### config.mk
export PLATFORM = sky130hd
export DESIGN_NAME = pe_irq_regs
export DESIGN_NICKNAME = d
export VERILOG_FILES = /design/src/rtl/pe_irq_pkg.sv /design/src/rtl/pe_irq_chan.sv /design/src/rtl/pe_token_hold.sv /design/src/rtl/pe_cnt_view.sv /design/src/rtl/pe_irq_regs.sv
export SDC_FILE = /design/constraint.sdc
export NUM_CORES = 1
export LEC_CHECK = 0
export BUFFER_PORTS_ARGS = -buffer_cell sky130_fd_sc_hd__buf_2
export CAP_MARGIN = 5
export CORE_AREA = 2 2 81 83
export CTS_CLUSTER_SIZE = 16
export DETAILED_ROUTE_END_ITERATION = 12
export DIE_AREA = 0 0 83 85
export PLACE_DENSITY = 0.81
export REMOVE_ABC_BUFFERS = 1
export SYNTH_ARGS = -nofsm -noshare
export SYNTH_HDL_FRONTEND = slang
export SYNTH_SLANG_ARGS = --single-unit
### constraint.sdc
create_clock -name clk -period 4.5 [get_ports clk]
set_input_delay 0.675 -clock clk [delete_from_list [all_inputs] [get_ports clk]]
set_output_delay 0.675 -clock clk [all_outputs]
set_load 0.01 [all_outputs]
### src/rtl/pe_irq_pkg.sv
// pe_irq_pkg: offsets, bit positions and cause-mask positions shared by
// the interrupt register block, its checker and its bench.
package pe_irq_pkg;
    // Register offsets (byte addresses, 16-bit aligned)
    localparam int CTRL_OFS  = 'h00;
    localparam int TOKEN_OFS = 'h02;
    localparam int CNT_BASE  = 'h10;
    localparam int CNT_STEP  = 4;

    // Control register bit positions
    localparam int EN_TOK_BIT  = 0;
    localparam int EN_FIN_BIT  = 1;
    localparam int CLR_TOK_BIT = 2;
    localparam int CLR_FIN_BIT = 3;

    // Interrupt channels
    localparam int NUM_CH = 2;
    localparam int CH_TOK = 0;
    localparam int CH_FIN = 1;

    // Cause mask bit positions
    localparam int CAUSE_TOK_BIT = 9;
    localparam int CAUSE_FIN_BIT = 10;

    localparam int REG_W = 16;
endpackage

### src/rtl/pe_irq_chan.sv
// pe_irq_chan: enable bits, pending flags and registered interrupt lines.
// Assumes the caller has already decoded a control-register write. A set
// event has priority over a clear in the same cycle.
module pe_irq_chan
    import pe_irq_pkg::*;
(
    input  logic              clk,
    input  logic              rst_n,
    input  logic              ctrl_wr,
    input  logic [NUM_CH-1:0] wr_en_bits,
    input  logic [NUM_CH-1:0] wr_clr_bits,
    input  logic [NUM_CH-1:0] set_evt,
    output logic [NUM_CH-1:0] en_q,
    output logic [NUM_CH-1:0] irq_q
);
    logic [NUM_CH-1:0] pend_q;
    logic [NUM_CH-1:0] pend_nx;
    logic [NUM_CH-1:0] en_nx;

    generate
        for (genvar c = 0; c < NUM_CH; c++) begin : g_ch
            // Next pending state: set wins, then clear, else hold
            always_comb begin
                if (set_evt[c])
                    pend_nx[c] = 1'b1;
                else if (ctrl_wr && wr_clr_bits[c])
                    pend_nx[c] = 1'b0;
                else
                    pend_nx[c] = pend_q[c];
            end

            // Next enable state: loaded on a control write
            always_comb en_nx[c] = ctrl_wr ? wr_en_bits[c] : en_q[c];

            // State registers and the gated interrupt line
            always_ff @(posedge clk) begin
                if (!rst_n) begin
                    pend_q[c] <= 1'b0;
                    en_q[c]   <= 1'b0;
                    irq_q[c]  <= 1'b0;
                end else begin
                    pend_q[c] <= pend_nx[c];
                    en_q[c]   <= en_nx[c];
                    irq_q[c]  <= pend_nx[c] & en_nx[c];
                end
            end
        end
    endgenerate
endmodule

### src/rtl/pe_token_hold.sv
// pe_token_hold: keeps the marker from the latest token event. It is
// loaded only by events and never by the host bus.
module pe_token_hold #(
    parameter int VAL_W = 16
) (
    input  logic             clk,
    input  logic             rst_n,
    input  logic             tok_evt,
    input  logic [VAL_W-1:0] tok_value,
    output logic [VAL_W-1:0] token_q
);
    // Capture the marker on every token event
    always_ff @(posedge clk) begin
        if (!rst_n)
            token_q <= '0;
        else if (tok_evt)
            token_q <= tok_value;
    end
endmodule

### src/rtl/pe_cnt_view.sv
// pe_cnt_view: presents NUM_CNT live counters as 16-bit read halves.
// The low half sits at the counter's base offset and the high half two
// bytes above it. Offsets that match no half read as zero.
module pe_cnt_view #(
    parameter int ADDR_W  = 8,
    parameter int NUM_CNT = 4,
    parameter int CNT_W   = 32,
    parameter int BASE    = 'h10,
    parameter int STEP    = 4
) (
    input  logic [ADDR_W-1:0]        addr,
    input  logic [NUM_CNT*CNT_W-1:0] cnt_in,
    output logic                     hit,
    output logic [CNT_W/2-1:0]       rdata
);
    localparam int HALF_W = CNT_W / 2;

    logic [NUM_CNT-1:0] hit_lo;
    logic [NUM_CNT-1:0] hit_hi;
    logic [HALF_W-1:0]  part [NUM_CNT];

    generate
        for (genvar i = 0; i < NUM_CNT; i++) begin : g_cnt
            localparam int LO_OFS = BASE + STEP * i;
            localparam int HI_OFS = LO_OFS + 2;
            // Match this counter's two halves
            always_comb begin
                hit_lo[i] = (addr == ADDR_W'(LO_OFS));
                hit_hi[i] = (addr == ADDR_W'(HI_OFS));
            end
            // Select the half that matched, else zero
            always_comb begin
                if (hit_lo[i])
                    part[i] = cnt_in[CNT_W*i +: HALF_W];
                else if (hit_hi[i])
                    part[i] = cnt_in[CNT_W*i + HALF_W +: HALF_W];
                else
                    part[i] = '0;
            end
        end
    endgenerate

    // Merge the per-counter selections
    always_comb begin
        rdata = '0;
        for (int i = 0; i < NUM_CNT; i++)
            rdata = rdata | part[i];
        hit = |{hit_lo, hit_hi};
    end
endmodule

### src/rtl/pe_irq_regs.sv
// pe_irq_regs: register block for the token and finish interrupts. It has
// 16-bit host access with combinational reads and writes at the clock edge.
// It assumes the host gives one access per cycle and that event strobes
// last one cycle per event.
module pe_irq_regs
    import pe_irq_pkg::*;
#(
    parameter int ADDR_W  = 8,
    parameter int NUM_CNT = 4,
    parameter int CNT_W   = 32
) (
    input  logic                     clk,
    input  logic                     rst_n,
    input  logic                     bus_wr,
    input  logic [ADDR_W-1:0]        bus_addr,
    input  logic [15:0]              bus_wdata,
    output logic [15:0]              bus_rdata,
    input  logic                     tok_evt,
    input  logic [15:0]              tok_value,
    input  logic                     tok_ack,
    input  logic                     fin_evt,
    input  logic [NUM_CNT*CNT_W-1:0] cnt_in,
    output logic                     irq_token,
    output logic                     irq_finish,
    output logic [15:0]              irq_cause
);
    logic              sel_ctrl;
    logic              sel_token;
    logic              ctrl_wr;
    logic [NUM_CH-1:0] wr_en_bits;
    logic [NUM_CH-1:0] wr_clr_bits;
    logic [NUM_CH-1:0] set_evt;
    logic [NUM_CH-1:0] ctrl_en;
    logic [NUM_CH-1:0] irq_q;
    logic [15:0]       token_q;
    logic              cnt_hit;
    logic [15:0]       cnt_rdata;
    logic              unused_wdata_hi;

    // Offset decode for the directly held registers
    always_comb begin
        sel_ctrl  = (bus_addr == ADDR_W'(CTRL_OFS));
        sel_token = (bus_addr == ADDR_W'(TOKEN_OFS));
        ctrl_wr   = bus_wr && sel_ctrl;
    end

    // Split the control write data and the events into channels
    always_comb begin
        wr_en_bits[CH_TOK]  = bus_wdata[EN_TOK_BIT];
        wr_en_bits[CH_FIN]  = bus_wdata[EN_FIN_BIT];
        wr_clr_bits[CH_TOK] = bus_wdata[CLR_TOK_BIT];
        wr_clr_bits[CH_FIN] = bus_wdata[CLR_FIN_BIT];
        set_evt[CH_TOK]     = tok_evt && tok_ack;
        set_evt[CH_FIN]     = fin_evt;
    end

    assign unused_wdata_hi = ^bus_wdata[15:4];

    pe_irq_chan u_chan (
        .clk         (clk),
        .rst_n       (rst_n),
        .ctrl_wr     (ctrl_wr),
        .wr_en_bits  (wr_en_bits),
        .wr_clr_bits (wr_clr_bits),
        .set_evt     (set_evt),
        .en_q        (ctrl_en),
        .irq_q       (irq_q)
    );

    pe_token_hold #(.VAL_W(16)) u_token (
        .clk       (clk),
        .rst_n     (rst_n),
        .tok_evt   (tok_evt),
        .tok_value (tok_value),
        .token_q   (token_q)
    );

    pe_cnt_view #(
        .ADDR_W  (ADDR_W),
        .NUM_CNT (NUM_CNT),
        .CNT_W   (CNT_W),
        .BASE    (CNT_BASE),
        .STEP    (CNT_STEP)
    ) u_cnt (
        .addr   (bus_addr),
        .cnt_in (cnt_in),
        .hit    (cnt_hit),
        .rdata  (cnt_rdata)
    );

    // Read multiplexer; unmapped offsets return zero
    always_comb begin
        bus_rdata = '0;
        if (sel_ctrl) begin
            bus_rdata[EN_TOK_BIT] = ctrl_en[CH_TOK];
            bus_rdata[EN_FIN_BIT] = ctrl_en[CH_FIN];
        end else if (sel_token) begin
            bus_rdata = token_q;
        end else if (cnt_hit) begin
            bus_rdata = cnt_rdata;
        end
    end

    // Interrupt lines and the cause mask
    always_comb begin
        irq_token                = irq_q[CH_TOK];
        irq_finish               = irq_q[CH_FIN];
        irq_cause                = '0;
        irq_cause[CAUSE_TOK_BIT] = irq_q[CH_TOK];
        irq_cause[CAUSE_FIN_BIT] = irq_q[CH_FIN];
    end
endmodule

* After elaboration in Yosys (flattened, before gate mapping)
Index checks and enable logic that the tools add are counted.
Word-level totals: register bits 22, bits of input ports 174, word-level logic and storage cells 45
Cells by class: equality and inequality tests 9, mux-type cells 18, bitwise operators 5, reductions and logical operators 6
Operators with widths (count):
- $mux 16 | 10
- $eq 8x5->1 const B | 8
- $or 16x16->16 | 3
- $mux 14 | 1
- $eq 8x2->1 const B | 1
- $logic_not 8->1 | 1
- $reduce_or 8->1 | 1
- $mux 1 | 6
- $logic_and 1x1->1 | 4
- $and 1x1->1 | 2
- $mux 2 | 1

* Longest topological paths before layout
depth after elaboration 9, depth in mapped cells 7, depth with buffers taken out 4

* By module
From an unflattened synthesis, not the netlist that was laid out.
Second synthesis, totals: cells, all modules 203, area, all modules 2284.7 um2
Modules (own cells, without submodules):
- pe_cnt_view | instances 1, cells an instance 61, area an instance 963.4 um2
- pe_token_hold | instances 1, cells an instance 51, area an instance 615.6 um2
- pe_irq_regs | instances 1, cells an instance 75, area an instance 500.5 um2
- pe_irq_chan | instances 1, cells an instance 16, area an instance 205.2 um2

* Worst setup path after synthesis
No wires, ideal clock.
kind input to output, from input bus_addr[5], to output bus_rdata[10], arrival time 1881 ps, setup slack 1944 ps, stages on the path 5, buffers on the path 1, cell sequence nor3_4 -> nand3b_4 -> or3_1 -> buf_6 -> o221ai_1
Between the ends: longest elaborated chain between the ends 9
RTL lines:
- start: declaration | RTL line pe_irq_regs.sv:15 | input logic [ADDR_W-1:0] bus_addr,
- $eq 8x5->1 | RTL line pe_cnt_view.sv:29 | hit_hi[i] = (addr == ADDR_W'(HI_OFS));
- $mux 16 | RTL line pe_cnt_view.sv:35 | else if (hit_hi[i])
- $mux 16 | RTL line pe_cnt_view.sv:33 | if (hit_lo[i])
- $or 16x16->16 (3 in a row) | RTL line pe_cnt_view.sv:47 | rdata = rdata | part[i];
- $mux 16 | RTL line pe_irq_regs.sv:99 | end else if (cnt_hit) begin
- $mux 16 | RTL line pe_irq_regs.sv:97 | end else if (sel_token) begin
- $mux 14 (*) | RTL line pe_irq_regs.sv:94 | if (sel_ctrl) begin
- end: declaration | RTL line pe_irq_regs.sv:17 | output logic [15:0] bus_rdata,
Mark *: on every way between the ends. The rest lies on a longest branch, timed or not.

* Final worst setup path
from input bus_addr[2], to output bus_rdata[6]
The elaborated chain is that of the path after synthesis.

==> impl_metrics.toml <==
[run_status]
status = "complete, no violations"

[clock_network]
clkLatencyLatePin_ns = 0.26
h-tree-depth = 1
postCtsHoldBufs = 0
path_clk_slew_ns = 0.07
root_buffer = "clkbuf_8"
cts_tree = "yes"
cts_made_buffers = 3
cts_sinks = 22
clock_path_buffers = 2
ctsResizeCount = 0
post_cts_buffers = 0

[grt]
met2_usage = 0.387
use_met1 = 0.284
busiest_layer = "met2"
antenna_found_initial = 0
met3_usage = 0.0282
grt_pass1_vias = 2762
grt.total_usage = 0.219
grt_max_degree = 41
grt_pass1_wl_mm = 13.0
grt_overflow = 0

[timing]
timing_hold_violations_final = 0
setup_tns_ns = 0
skew_ns = 0.000483
setup_viol = 0
period_needed_ns = 3.42
maxSlewHeadroom = 0.341
setup_slack_ns = 1.08
maxSlewViolCount = 0
rsz0062_at_grt = "no"
final.period_utilization = 0.760
fmax_ghz = 0.292
tightest_slew_ns = 0.987

[die]
core_um2 = 6200
die_y_um = 85
core.rowCount = 29
start_util = 0.373
die-area_um2 = 7060
die_w_um = 83
io_pins = 208

[drt]
drtIter0Drc = 263
vias = 2817
wl_mm = 8.31
via_per_inst = 5.39
drc = 0
wl_per_cell_um = 15.9
dr.pass1.iters = 5
ant_nets = 0

[logic_synthesis]
yosysTopAreaCellShare = 0.190
yosysSeqAreaShare = 0.190
ys_warn_count = 0
ys_async_sr_fraction = 0
syn_inst = 287
yosysTopAreaCell = "dfxtp_1"
synthTopCellsByCount = "mux2i_1, dfxtp_1, nand3_1, nor2b_1, o21ai_0"
ys_ff_latch = 22
synth_edf_count = 0
yosysMostFrequentCell = "mux2i_1"
syn_avg_cell_area_um2 = 8.07
synth_ff_type = "dfxtp_1"
syn_area_um2 = 2320
synthDistinctLibCells = 42
yosys-top-cells-area = "dfxtp_1, mux2i_1, mux2_2"

[worst_setup_path]
crit_arrival_ns = 2.75
end_kind = "output pin"
cp_max_fo = 35
critical_path_class = "in2out"
start_kind = "primary input"
crit_required_ns = 3.83

[placed_design]
place_congestion = 0.824
dp_hpwl_mm = 6.74
pre_cts_ws_ns = 1.07
io_buffers = 181

[cells_and_area]
antenna-diode-count = 0
drive_above_1_share = 0.471
final_net_count = 621
nFillCells = 592
area.growth.synth_to_final_pct = 38.4

[power]
p_leak_uw = 0.00165
peakVddDrop_uv = 226
powerDensity_nw_per_um2 = 172
power_uw = 553

[min_path]
hold_class = "reg2reg"

[job]
drv_cap = 0
[critical path: stages]
cell,delay (ns)
buf_2,0.32
nand2b_1,0.34
nor2_1,0.68
a222oi_1,0.25
o221ai_1,0.28
buf_2,0.19
[logic make-up after synthesis]
| logic type | Yosys count | share of synthesized area |
|---|---|---|
| and+or+nand+nor | 81 | 0.194 |
| AOI/OAI and AO/OA | 77 | 0.250 |
| buffers and inverters | 55 | 0.125 |
| muxes | 51 | 0.239 |
| DFF | 22 | 0.190 |
| other | 1 | 0.00162 |
[routing by layer]
| metal | share of wire | vias up |
|---|---|---|
| met5 | 0 | - |
| met4 | 0.010 | 0 |
| met3 | 0.076 | 8 |
| met2 | 0.50 | 128 |
| met1 | 0.41 | 1315 |
| li1 | - | 1366 |
[final cells by class]
class | count | area, um2 | share of cell area
well taps | 77 | 96.3 | 0.0300
repair buffers | 185 | 936 | 0.292
flip-flops and latches | 22 | 440 | 0.137
multi-input cells | 223 | 1640 | 0.510
clock buffers | 4 | 55.1 | 0.0172
inverters | 12 | 45.0 | 0.0140
[sequential cells by signal, summed over array words and instances (netlist names)]
name,count
u_token.token_q,16
u_chan.en_q,2
u_chan.irq_q,2
u_chan.pend_q,2
[report_power, final]
| group | switching, uW | internal, uW | total, uW | leakage [uW] |
|---|---|---|---|---|
| sequential | 5.62 | 205 | 210 | 0.000181 |
| clock | 60.9 | 77.9 | 139 | 0.0000288 |
| combinational | 95.6 | 108 | 204 | 0.00144 |
| total | 162 | 391 | 553 | 0.00165 |
[placed cells by master (no fill, tap or decap), types with 3 or more instances in the layout]
cell type | netlist | final
a21oi_1 | 4 | 4
o21ai_0 | 19 | 19
conb_1 | 1 | 14
o211ai_1 | 4 | 4
buf_2 | 13 | 181
nand2_1 | 18 | 18
nand3_1 | 20 | 20
nor2b_1 | 19 | 19
clkbuf_8 | 0 | 4
o221ai_1 | 11 | 11
mux2i_1 | 35 | 35
mux2_2 | 14 | 14
nor2_1 | 8 | 8
a22o_1 | 11 | 11
a31oi_1 | 5 | 5
a21boi_0 | 3 | 3
a222oi_1 | 11 | 11
inv_1 | 12 | 12
dfxtp_1 | 22 | 22
buf_4 | 16 | 4
[worst paths after layout]
check | start | cells after the start | endpoint | slack (ns)
setup / recovery | bus_addr[2] | 6 | bus_rdata[6] | 1.08
setup reg to reg | u_chan.pend_q[0]$_SDFF_PN0_ | 3 | u_chan.irq_q[0]$_SDFF_PN0_ | 3.63
hold reg to reg | u_chan.en_q[0]$_SDFF_PN0_ | 2 | u_chan.en_q[0]$_SDFF_PN0_ | 0.49
hold / removal | u_chan.en_q[0]$_SDFF_PN0_ | 2 | u_chan.en_q[0]$_SDFF_PN0_ | 0.49
[through the flow]
stage / hold WS [ns] / utilization / instance area (um2) / std cells
detailed placement: 0.482 / 0.508 / 3150 / 519
finish: 0.492 / 0.517 / 3210 / 523
floorplan: 0.448 / - / 2120 / 257
CTS: 0.494 / 0.517 / 3210 / 523
global placement: 0.471 / 0.508 / 3150 / 519
global route: 0.514 / 0.517 / 3210 / 523
Note: power is estimated with default switching activity, not from simulation.
